`config.mk`:
```
export PLATFORM = sky130hd
export DESIGN_NAME = spi_hwseq
export DESIGN_NICKNAME = d
export VERILOG_FILES = /design/src/rtl/spi_hwseq_pkg.sv /design/src/rtl/spi_hwseq_byte.sv /design/src/rtl/spi_hwseq_buf.sv /design/src/rtl/spi_hwseq.sv
export SDC_FILE = /design/constraint.sdc
export NUM_CORES = 1
export LEC_CHECK = 0
export BUFFER_PORTS_ARGS = -buffer_cell sky130_fd_sc_hd__buf_2
export CORE_ASPECT_RATIO = 1.75
export CORE_MARGIN = 1
export CORE_UTILIZATION = 39
export CTS_BUF_LIST = sky130_fd_sc_hd__clkbuf_4
export DETAILED_ROUTE_END_ITERATION = 7
export GPL_ROUTABILITY_DRIVEN = 0
export PLACE_DENSITY_LB_ADDON = 0.15
export RECOVER_POWER = 25
export SYNTH_ARGS = -nofsm -noshare
export SYNTH_HDL_FRONTEND = slang
export SYNTH_SLANG_ARGS = --single-unit
```
`constraint.sdc`:
```
create_clock -name clk -period 7.5 [get_ports clk]
set_input_delay 1.125 -clock clk [delete_from_list [all_inputs] [get_ports clk]]
set_output_delay 1.125 -clock clk [all_outputs]
set_load 0.02 [all_outputs]
```
`src/rtl/spi_hwseq_pkg.sv`:
```
package spi_hwseq_pkg;
  typedef enum logic [2:0] {
    CY_RD   = 3'd0,
    CY_PROG = 3'd1,
    CY_ER_S = 3'd2,
    CY_ER_B = 3'd3,
    CY_STAT = 3'd4
  } cyc_e;

  typedef enum logic [3:0] {
    S_IDLE, S_WEN, S_GAP, S_OP, S_ADR, S_DAT, S_PCMD, S_PRD
  } st_e;

  localparam logic [7:0] OP_WEN  = 8'h06;
  localparam logic [7:0] OP_RD   = 8'h03;
  localparam logic [7:0] OP_PROG = 8'h02;
  localparam logic [7:0] OP_ERS  = 8'h20;
  localparam logic [7:0] OP_ERB  = 8'hD8;
  localparam logic [7:0] OP_STAT = 8'h05;

  localparam int B_DONE = 0;
  localparam int B_ERR  = 1;
  localparam int B_BUSY = 2;
  localparam int B_GO   = 8;
  localparam int B_TYP  = 9;
  localparam int B_CNT  = 16;

  function automatic logic [7:0] opcode(cyc_e c);
    case (c)
      CY_RD:   return OP_RD;
      CY_PROG: return OP_PROG;
      CY_ER_S: return OP_ERS;
      CY_ER_B: return OP_ERB;
      default: return OP_STAT;
    endcase
  endfunction
endpackage

```
`src/rtl/spi_hwseq_byte.sv`:
```
module spi_hwseq_byte #(
  parameter int DIV = 2,
  localparam int CW = (DIV > 1) ? $clog2(DIV) : 1
) (
  input  logic       clk,
  input  logic       rst,
  input  logic       start,
  input  logic [7:0] txd,
  input  logic       miso,
  output logic       sclk,
  output logic       mosi,
  output logic [7:0] rxd,
  output logic       fin
);
  logic          act;
  logic [CW-1:0] dc;
  logic [2:0]    bc;
  logic [7:0]    sh;

  assign mosi = sh[7];

  always_ff @(posedge clk) begin
    if (rst) begin
      act <= 1'b0; dc <= '0; bc <= '0; sh <= '0;
      sclk <= 1'b0; rxd <= '0; fin <= 1'b0;
    end else begin
      fin <= 1'b0;
      if (!act) begin
        if (start) begin
          act <= 1'b1; sh <= txd; dc <= '0; bc <= '0; sclk <= 1'b0;
        end
      end else if (dc == CW'(DIV - 1)) begin
        dc <= '0;
        if (!sclk) begin
          sclk <= 1'b1;
          rxd  <= {rxd[6:0], miso};
        end else begin
          sclk <= 1'b0;
          if (bc == 3'd7) begin
            act <= 1'b0;
            fin <= 1'b1;
          end else begin
            bc <= bc + 3'd1;
            sh <= {sh[6:0], 1'b0};
          end
        end
      end else begin
        dc <= dc + CW'(1);
      end
    end
  end
endmodule

```
`src/rtl/spi_hwseq_buf.sv`:
```
module spi_hwseq_buf #(
  parameter int BYTES = 64,
  localparam int WORDS = BYTES / 4,
  localparam int WW = $clog2(WORDS),
  localparam int BW = $clog2(BYTES)
) (
  input  logic          clk,
  input  logic [WW-1:0] a_word,
  input  logic          a_we,
  input  logic [3:0]    a_be,
  input  logic [31:0]   a_wdata,
  output logic [31:0]   a_rdata,
  input  logic [BW-1:0] b_idx,
  input  logic          b_we,
  input  logic [7:0]    b_wdata,
  output logic [7:0]    b_rdata
);
  logic [7:0] lane_q [4];
  logic [1:0] b_lane_q;

  for (genvar l = 0; l < 4; l++) begin : g_lane
    logic [7:0] mem [WORDS];
    always_ff @(posedge clk) begin
      if (a_we && a_be[l]) mem[a_word] <= a_wdata[8*l +: 8];
      a_rdata[8*l +: 8] <= mem[a_word];
    end
    always_ff @(posedge clk) begin
      if (b_we && b_idx[1:0] == 2'(l)) mem[b_idx[BW-1:2]] <= b_wdata;
      lane_q[l] <= mem[b_idx[BW-1:2]];
    end
  end

  always_ff @(posedge clk) b_lane_q <= b_idx[1:0];
  assign b_rdata = lane_q[b_lane_q];
endmodule

```
`src/rtl/spi_hwseq.sv`:
```
module spi_hwseq
  import spi_hwseq_pkg::*;
#(
  parameter int BUF_BYTES  = 64,
  parameter int CLK_DIV    = 2,
  parameter int POLL_MAX   = 100000,
  parameter int PAGE_BYTES = 256,
  localparam int AW = $clog2(BUF_BYTES) + 1
) (
  input  logic          clk,
  input  logic          rst,
  input  logic [AW-1:0] bus_addr,
  input  logic          bus_wr,
  input  logic          bus_rd,
  input  logic [3:0]    bus_be,
  input  logic [31:0]   bus_wdata,
  output logic [31:0]   bus_rdata,
  output logic          spi_sclk,
  output logic          spi_cs_n,
  output logic          spi_mosi,
  input  logic          spi_miso
);
  localparam int BW  = $clog2(BUF_BYTES);
  localparam int GAP = 2 * CLK_DIV;
  localparam int GW  = $clog2(GAP + 1);
  localparam int PCW = $clog2(POLL_MAX + 1);
  localparam int PGW = $clog2(PAGE_BYTES);

  st_e            st, nxt;
  cyc_e           typ;
  logic [7:0]     cnt_m1, left;
  logic [23:0]    faddr, ash;
  logic [1:0]     abyte;
  logic [BW-1:0]  idx;
  logic [GW-1:0]  gcnt;
  logic [PCW-1:0] polls;
  logic           done_f, err_f, cs_n_q, bstart, fin, sel_buf_q;
  logic [7:0]     btx, rxd, b_rdata;
  logic [31:0]    reg_q, buf_rdata;

  wire        is_reg = !bus_addr[AW-1];
  wire [AW-4:0] word = bus_addr[AW-2:2];
  wire        ctl_wr = bus_wr && is_reg && word == '0;
  wire        fa_wr  = bus_wr && is_reg && word == (AW-3)'(1);
  wire        busy   = (st != S_IDLE);
  wire [2:0]  wtyp   = bus_wdata[B_TYP +: 3];
  wire [7:0]  wcnt   = bus_wdata[B_CNT +: 8];
  wire        w_data = (wtyp == CY_RD) || (wtyp == CY_PROG) || (wtyp == CY_STAT);
  wire        bad    = (wtyp > 3'd4) ||
                       (w_data && int'(wcnt) >= BUF_BYTES) ||
                       (wtyp == CY_PROG && int'(faddr[PGW-1:0]) + int'(wcnt) >= PAGE_BYTES);
  wire        needs_wen = (wtyp == CY_PROG) || (wtyp == CY_ER_S) || (wtyp == CY_ER_B);
  wire        b_we   = (st == S_DAT) && fin && (typ != CY_PROG);
  wire [31:0] status = {8'h00, cnt_m1, 4'h0, typ, 1'b0, 5'h00, busy, err_f, done_f};

  spi_hwseq_byte #(.DIV(CLK_DIV)) u_byte (
    .clk(clk), .rst(rst), .start(bstart), .txd(btx), .miso(spi_miso),
    .sclk(spi_sclk), .mosi(spi_mosi), .rxd(rxd), .fin(fin)
  );

  spi_hwseq_buf #(.BYTES(BUF_BYTES)) u_buf (
    .clk(clk), .a_word(bus_addr[AW-2:2]), .a_we(bus_wr && !is_reg), .a_be(bus_be),
    .a_wdata(bus_wdata), .a_rdata(buf_rdata),
    .b_idx(idx), .b_we(b_we), .b_wdata(rxd), .b_rdata(b_rdata)
  );

  assign spi_cs_n  = cs_n_q;
  assign bus_rdata = sel_buf_q ? buf_rdata : reg_q;

  always_ff @(posedge clk) begin
    if (rst) begin
      sel_buf_q <= 1'b0; reg_q <= '0; faddr <= '0;
    end else begin
      if (fa_wr) faddr <= bus_wdata[23:0];
      if (bus_rd) begin
        sel_buf_q <= !is_reg;
        reg_q <= (word == '0) ? status : (word == (AW-3)'(1)) ? {8'h00, faddr} : '0;
      end
    end
  end

  always_ff @(posedge clk) begin
    if (rst) begin
      st <= S_IDLE; nxt <= S_IDLE; typ <= CY_RD; cnt_m1 <= '0; left <= '0;
      ash <= '0; abyte <= '0; idx <= '0; gcnt <= '0; polls <= '0;
      done_f <= 1'b0; err_f <= 1'b0; cs_n_q <= 1'b1; bstart <= 1'b0; btx <= '0;
    end else begin
      bstart <= 1'b0;
      if (ctl_wr) begin
        if (bus_wdata[B_DONE]) done_f <= 1'b0;
        if (bus_wdata[B_ERR])  err_f  <= 1'b0;
      end
      case (st)
        S_IDLE: if (ctl_wr && bus_wdata[B_GO]) begin
          if (bad) err_f <= 1'b1;
          else begin
            typ <= cyc_e'(wtyp); cnt_m1 <= wcnt; left <= wcnt; idx <= '0;
            ash <= faddr; abyte <= '0; polls <= '0; cs_n_q <= 1'b0; bstart <= 1'b1;
            if (needs_wen) begin btx <= OP_WEN; st <= S_WEN; end
            else begin btx <= opcode(cyc_e'(wtyp)); st <= S_OP; end
          end
        end
        S_WEN: if (fin) begin
          cs_n_q <= 1'b1; gcnt <= '0; nxt <= S_OP; st <= S_GAP;
        end
        S_GAP: if (gcnt == GW'(GAP - 1)) begin
          cs_n_q <= 1'b0; bstart <= 1'b1; st <= nxt;
          btx <= (nxt == S_OP) ? opcode(typ) : OP_STAT;
        end else gcnt <= gcnt + GW'(1);
        S_OP: if (fin) begin
          bstart <= 1'b1;
          if (typ == CY_STAT) begin btx <= 8'h00; st <= S_DAT; end
          else begin btx <= ash[23:16]; ash <= {ash[15:0], 8'h00}; st <= S_ADR; end
        end
        S_ADR: if (fin) begin
          if (abyte == 2'd2) begin
            if (typ == CY_ER_S || typ == CY_ER_B) begin
              cs_n_q <= 1'b1; gcnt <= '0; nxt <= S_PCMD; st <= S_GAP;
            end else begin
              bstart <= 1'b1; st <= S_DAT;
              if (typ == CY_PROG) begin btx <= b_rdata; idx <= idx + BW'(1); end
              else btx <= 8'h00;
            end
          end else begin
            abyte <= abyte + 2'd1; bstart <= 1'b1;
            btx <= ash[23:16]; ash <= {ash[15:0], 8'h00};
          end
        end
        S_DAT: if (fin) begin
          if (typ != CY_PROG) idx <= idx + BW'(1);
          if (left == 8'd0) begin
            cs_n_q <= 1'b1;
            if (typ == CY_PROG) begin gcnt <= '0; nxt <= S_PCMD; st <= S_GAP; end
            else begin done_f <= 1'b1; st <= S_IDLE; end
          end else begin
            left <= left - 8'd1; bstart <= 1'b1;
            if (typ == CY_PROG) begin btx <= b_rdata; idx <= idx + BW'(1); end
            else btx <= 8'h00;
          end
        end
        S_PCMD: if (fin) begin
          bstart <= 1'b1; btx <= 8'h00; st <= S_PRD;
        end
        S_PRD: if (fin) begin
          cs_n_q <= 1'b1;
          if (!rxd[0]) begin done_f <= 1'b1; st <= S_IDLE; end
          else if (polls == PCW'(POLL_MAX - 1)) begin err_f <= 1'b1; st <= S_IDLE; end
          else begin polls <= polls + PCW'(1); gcnt <= '0; nxt <= S_PCMD; st <= S_GAP; end
        end
        default: st <= S_IDLE;
      endcase
    end
  end
endmodule

```
== Yosys cells after proc, flatten, opt, wreduce, memory -nomap -nowiden ==
Memories as Yosys holds them, arrays and structs flattened. A register that Yosys moved wholly into a read port is not among the register bits.
Cells that the tools add are included.
Word-level totals
  flip-flop bits (word level): 171
  RAM bits: 544
  output and inout port bits: 35
  logic and storage cells: 332
  memories: 5
Memories
  u_buf.g_lane[0].mem: depth 16, width 8, rd ports 2, clocked after memory_dff 2, write ports 2, RTL line spi_hwseq_buf.sv:22  | logic [7:0] mem [WORDS];
  u_buf.g_lane[1].mem: depth 16, width 8, rd ports 2, clocked after memory_dff 2, write ports 2, RTL line spi_hwseq_buf.sv:22
  u_buf.g_lane[2].mem: depth 16, width 8, rd ports 2, clocked after memory_dff 2, write ports 2, RTL line spi_hwseq_buf.sv:22
  u_buf.g_lane[3].mem: depth 16, width 8, rd ports 2, clocked after memory_dff 2, write ports 2, RTL line spi_hwseq_buf.sv:22
  u_buf.lane_q: depth 4, width 8, rd ports 1, clocked after memory_dff 1, write ports 4, RTL line spi_hwseq_buf.sv:18  | logic [7:0] lane_q [4];
Cells by class
  add/subtract/negate cells: 8
  order comparisons: 3
  equal/unequal tests: 51
  multiplexer cells: 177
  bitwise logic cells: 4
  reductions and logical operators: 59
Operators by type and width (count)
  24-bit two-way mux: 8
  8-bit two-way mux: 23
  4-bit two-way mux: 29
  17-bit two-way mux: 5
  24-bit case mux with 3 select lines: 1
  8-bit case mux with 4 select lines: 2
  1-bit two-way mux: 61
  6-bit two-way mux: 10
  3-bit two-way mux: 17
  8-bit case mux with 6 select lines: 1
  17-bit case mux with 2 select lines: 1
  32-bit two-way mux: 1
  4-bit case mux with 8 select lines: 1
  2-bit != test (second input constant): 14
  2-bit by 1-bit != test with 1-bit output (second input constant): 11
  11-bit AND reduction: 2
  10-bit AND reduction: 2
  6-bit case mux with 3 select lines: 1
  17-bit by 1-bit adder with 17-bit output (second input constant): 1
  17-bit equality test (second input constant): 1
  1-bit logical AND: 17
  4-bit by 3-bit equality test with 1-bit output (second input constant): 4
  2-bit two-way mux: 8
  4-bit case mux with 4 select lines: 1
  45 further kinds: 80

== Logic depth before layout (Yosys ltp) ==
  word-level depth: 11
  depth in mapped cells: 11

== Hierarchy ==
Synthesis repeated with hierarchy kept, for this count alone.
Second synthesis, totals
  cell total of the unflattened synthesis: 2947
  area total of the unflattened synthesis: 39978.3 µm²
Modules (own cells, without submodules)
  spi_hwseq_buf: times used 1, cells each 1931, area an instance 31814.3 µm², seq. area each 16696.0 µm²
  spi_hwseq: times used 1, cells each 925, area an instance 7191.9 µm², seq. area each 2762.6 µm²
  spi_hwseq_byte: times used 1, cells each 91, area an instance 972.2 µm², seq. area each 460.4 µm²

== Least setup slack after synthesis ==
OpenSTA, ideal clock, no wires.
  kind: input to register
  start: input port bus_addr[3]
  end: memory u_buf.g_lane[0].mem[14][0] (enable)
  library setup time: 0.376 ns
  arrival time: 2.838 ns
  data required time: 7.124 ns
  slack: 4.286 ns
  stages: 6
  buffers on the path: 3
  path through: buf_2 > buf_1 > clkbuf_1 > nor2b_1 > nand3_1 > o22ai_1
RTL lines
  start, declared: RTL line spi_hwseq.sv:12  | input logic [AW-1:0] bus_addr,
  end, declared: RTL line spi_hwseq_buf.sv:22

== Worst setup path after layout ==
  start: input port rst
  end: register u_byte.fin
Between the ends
  word-level cells in the longest chain between the ends: 1
Ends and longest elaborated chain
  start, declared: RTL line spi_hwseq.sv:11  | input logic rst,
  4-bit OR reduction (no source line)
  end signal, assigned: RTL line spi_hwseq_byte.sv:25  | sclk <= 1'b0; rxd <= '0; fin <= 1'b0;
  end signal, assigned: RTL line spi_hwseq_byte.sv:27  | fin <= 1'b0;
  end signal, assigned: RTL line spi_hwseq_byte.sv:41  | fin <= 1'b1;
  end, declared: RTL line spi_hwseq_byte.sv:13  | output logic fin
Every way passes these cells.
A chain may end at the register's enable or synchronous reset.

==> flow_summary.html <==
<table>
<tr><th>Metric</th><th>Value</th></tr>
<tr><th colspan="2">STA</th></tr>
<tr><td>Minimum clock period</td><td>5.55 ns</td></tr>
<tr><td>Final critical-path setup slack</td><td>approximately 2 ns</td></tr>
<tr><td>Highest attainable clock frequency</td><td>0.180 GHz</td></tr>
<tr><td>Actual slew at the worst max-slew pin</td><td>3.77 ns</td></tr>
<tr><td>Setup repair after global routing missed its margin</td><td>false</td></tr>
<tr><td>Setup Skew</td><td>0.0774 ns</td></tr>
<tr><td>Worst slew margin relative to its limit</td><td>-151%</td></tr>
<tr><td>Fin. max-slew vios</td><td>515</td></tr>
<tr><td>Final period utilization</td><td>74.0%</td></tr>
<tr><td>Setup Total Neg Slack</td><td>0 ns</td></tr>
<tr><td>Final hold vios</td><td>0</td></tr>
<tr><td>Count of final setup violators</td><td>0</td></tr>
<tr><th colspan="2">GRT</th></tr>
<tr><td>First-pass GRT wire length</td><td>approximately 190000 um</td></tr>
<tr><td>Antenna violations before repair</td><td>6</td></tr>
<tr><td>All-Layer GR Usage</td><td>around 25%</td></tr>
<tr><td>Maximum number of pins on one net before global-route repair</td><td>just over 80</td></tr>
<tr><td>Number of global-route vias before repair</td><td>27400</td></tr>
<tr><td>GR Overflow Total</td><td>0</td></tr>
<tr><th colspan="2">Power and ir drop</th></tr>
<tr><td>P per Cell Area</td><td>199 nW/um2</td></tr>
<tr><td>Total leakage power</td><td>13.5 nW</td></tr>
<tr><td>Maximum resistive drop on vdd</td><td>0.125 mV</td></tr>
<tr><td>Total power</td><td>roughly 8.7 mW</td></tr>
<tr><th colspan="2">Routing</th></tr>
<tr><td>Post-route ant nets</td><td>0</td></tr>
<tr><td>DRC marker count from the first detailed-route iteration</td><td>2187</td></tr>
<tr><td>DRC violation count after routing</td><td>0</td></tr>
<tr><td>WL/cell</td><td>30.0 um</td></tr>
<tr><td>Detailed-router iteration count before antenna repair</td><td>5</td></tr>
<tr><td>Total Wirelength</td><td>130000 um</td></tr>
<tr><td>Via count</td><td>26000</td></tr>
<tr><td>Routed vias/inst</td><td>6.02</td></tr>
<tr><th colspan="2">Cells and area</th></tr>
<tr><td>Leading cell types in the layout, fill and taps excluded</td><td>mux2_2, edfxtp_1, mux4_2</td></tr>
<tr><td>Most common cell after layout, fill and taps aside</td><td>mux2_2</td></tr>
<tr><td>Number of fill cells</td><td>between 9000 and 10000</td></tr>
<tr><td>Post-route cell area</td><td>between 40000 and 50000 um2</td></tr>
<tr><td>Multi-input gate area in the final layout</td><td>between 15000 and 20000 um2</td></tr>
<tr><td>Reg area</td><td>approximately 20000 um2</td></tr>
<tr><td>Final layout net count</td><td>~2900</td></tr>
<tr><td>Fraction of final layout cells sized beyond drive strength 1</td><td>45.1%</td></tr>
<tr><td>Area added between synthesis and finish</td><td>9.42%</td></tr>
<tr><th colspan="2">Placement</th></tr>
<tr><td>PortBufs</td><td>80</td></tr>
<tr><td>Setup slack at placement</td><td>2.78 ns</td></tr>
<tr><td>DP HPWL</td><td>89700 um</td></tr>
<tr><td>Placed cell areas</td><td>41400 um2</td></tr>
<tr><th colspan="2">Logic synthesis</th></tr>
<tr><td>Cell Area, Synth</td><td>40000 um2</td></tr>
<tr><td>Count of flip-flops with a built-in enable after synthesis</td><td>between 500 and 600</td></tr>
<tr><td>Average cell area after synthesis</td><td>around 14 um2</td></tr>
<tr><td>Count of different cell masters after synthesis</td><td>77</td></tr>
<tr><td>Nets in the synthesized netlist</td><td>around 2900</td></tr>
<tr><td>Post-synth top flop</td><td>edfxtp_1</td></tr>
<tr><td>Post-synthesis async set-or-reset flop share</td><td>0%</td></tr>
<tr><td>Share of the yosys chip area belonging to registers</td><td>50.0%</td></tr>
<tr><td>Number of register bits inferred by synthesis</td><td>743</td></tr>
<tr><td>Number of instances in the synthesized netlist</td><td>2797</td></tr>
<tr><td>Yosys Warn Count</td><td>0</td></tr>
<tr><th colspan="2">Floorplan</th></tr>
<tr><td>Die span in x</td><td>244 um</td></tr>
<tr><td>Die footprint</td><td>104000 um2</td></tr>
<tr><td>IO Count</td><td>83</td></tr>
<tr><td>Effective utilization at floorplan</td><td>39.3%</td></tr>
<tr><td>Area of the core region</td><td>102000 um2</td></tr>
<tr><td>Die height</td><td>426 um</td></tr>
<tr><td>Standard-cell rows</td><td>155</td></tr>
<tr><th colspan="2">Setup path</th></tr>
<tr><td>Worst path required time</td><td>~8.3 ns</td></tr>
<tr><td>Number of buffer and inverter stages on the critical path</td><td>2</td></tr>
<tr><td>Worst Reg-to-Reg Cells</td><td>3</td></tr>
<tr><td>CP Capture Type</td><td>flip-flop</td></tr>
<tr><td>Max FO, Critical Path</td><td>82</td></tr>
<tr><td>Critical-path cell list</td><td>clkbuf_1 -&gt; clkbuf_1 -&gt; nor2_1</td></tr>
<tr><td>Critical path launch point type</td><td>input port</td></tr>
<tr><td>Slowest cell on the critical path</td><td>clkbuf_1</td></tr>
<tr><td>Cell type group with the largest total delay on the critical path</td><td>buffers and inverters</td></tr>
<tr><td>Maximum cell stage delay along the critical path</td><td>between 2 and 3 ns</td></tr>
<tr><td>Critical path arrival</td><td>around 6.4 ns</td></tr>
<tr><td>Worst Setup Path Type</td><td>in2reg</td></tr>
<tr><td>Stages on the worst setup path</td><td>3</td></tr>
<tr><td>CP most frequent cell</td><td>clkbuf_1</td></tr>
<tr><td>Timing startpoint of the critical path</td><td>rst</td></tr>
<tr><th colspan="2">Run status</th></tr>
<tr><td>Violations in the final reports</td><td>max-capacitance violations, max-slew violations</td></tr>
<tr><td>Result of the run</td><td>complete, but fails checks</td></tr>
<tr><th colspan="2">Clock tree</th></tr>
<tr><td>Post-CTS Setup Inserts</td><td>0</td></tr>
<tr><td>CTS tree</td><td>built</td></tr>
<tr><td>Number of buffers on the longest clock path</td><td>3</td></tr>
<tr><td>Worst-skew pair later-pin latency</td><td>1.13 ns</td></tr>
<tr><td>Level count of the clock H-tree</td><td>4</td></tr>
<tr><td>Clock transition at the registers of the reported paths</td><td>0.06 ns</td></tr>
<tr><td>Clock buffer count from CTS</td><td>~180</td></tr>
<tr><td>Clock Tree Root</td><td>clkbuf_4</td></tr>
<tr><td>Post-CTS resize count</td><td>0</td></tr>
<tr><td>Cts-stage hold buffer count</td><td>0</td></tr>
<tr><td>Clock Sink Count</td><td>743</td></tr>
<tr><th colspan="2">Run</th></tr>
<tr><td>Max-cap check violation count</td><td>13</td></tr>
<tr><th colspan="2">Min path</th></tr>
<tr><td>HP Start</td><td>spi_miso</td></tr>
<tr><td>Classification of the worst-slack hold path</td><td>in2reg</td></tr>
<tr><td>Number of cells on the worst hold path</td><td>3</td></tr>
</table>
## cell type report
class | count | area share (%)
inverters | 21 | 0.180
repair buffers | 123 | 1.55
clock buffers | 277 | 4.75
clock inverters | 51 | 0.901
multi-input cells | 1763 | 43.0
flip-flops and latches | 743 | 45.8
diodes | 7 | 0.0400
well taps | 1334 | 3.82
## registers in the layout, summed over array words and instances (netlist names), 6 cells and up, named ones only
name	cells
u_buf.g_lane.mem	512
u_buf.a_rdata	32
u_buf.lane_q	32
ash	24
faddr	24
reg_q	24
polls	17
btx	8
cnt_m1	8
left	8
u_byte.rxd	8
u_byte.sh	8
idx	6
## synthesized netlist by cell type (20+ instances only)
cell / number / share of area [%]
nand3_1: 54 / 0.68
dfxtp_1: 231 / 12
nand2_1: 153 / 1.4
edfxtp_1: 512 / 38
a211oi_1: 47 / 0.88
a21oi_1: 118 / 1.5
o22ai_1: 66 / 1.0
ha_1: 20 / 0.63
nor2_1: 96 / 0.90
o21ai_0: 34 / 0.43
mux4_2: 328 / 18
mux2i_1: 32 / 0.80
buf_1: 44 / 0.41
nor2_2: 53 / 0.83
buf_2: 31 / 0.39
clkbuf_1: 191 / 1.8
a22oi_1: 21 / 0.39
mux2_2: 539 / 15
## path summary, 6_finish.rpt
| check | endpoint | slack, ns |
|---|---|---|
| worst max register to register | u_buf.lane_q[3][1] | 2.20 |
| worst min-delay path | u_byte.rxd[0] | 0.24 |
| worst max-delay path | u_byte.fin | 1.95 |
| worst min register to register | flip-flop | 0.42 |
## tightest hold or removal path: cells and delay by family
kind | cells | cell delay (ns)
AOI/OAI and AO/OA | 1 | 0.05
buffers and inverters | 1 | 0.10
and+or+nand+nor | 1 | 0.05
## stage by stage
stage | hold WS (ns) | instances | utilization [%]
finish | 0.242 | 4319 | 43.0
global route | 0.108 | 4318 | 43.0
CTS | 0.0924 | 4312 | 43.0
detailed placement | 0.426 | 3984 | 40.6
global placement | 0.430 | 3984 | 40.6
floorplan | 0.390 | 2797 | -
## power breakdown
part	internal [mW]	total (mW)	switching (mW)
clock	1.92	3.66	1.74
combinational	0.275	0.607	0.333
sequential	4.42	4.46	0.0373
## cell families after synthesis
group	after synthesis	synth area share, %
AOI/OAI and AO/OA	339	5.38
xor gates and xnor gates	16	0.351
adders and majority gates	22	0.701
buffers and inverters	291	2.87
DFF	743	50.0
muxes	899	34.5
and+or+nand+nor	487	6.21
## metal layers
metal	GRT usage (%)	vias to the layer above	routed length (um)
met5	0	-	14
met4	13.5	2	7030
met3	4.82	321	7530
met2	46.9	1088	71600
met1	25.8	13300	43500
li1	-	11300	-
Note: power is estimated with default switching activity, not from simulation.
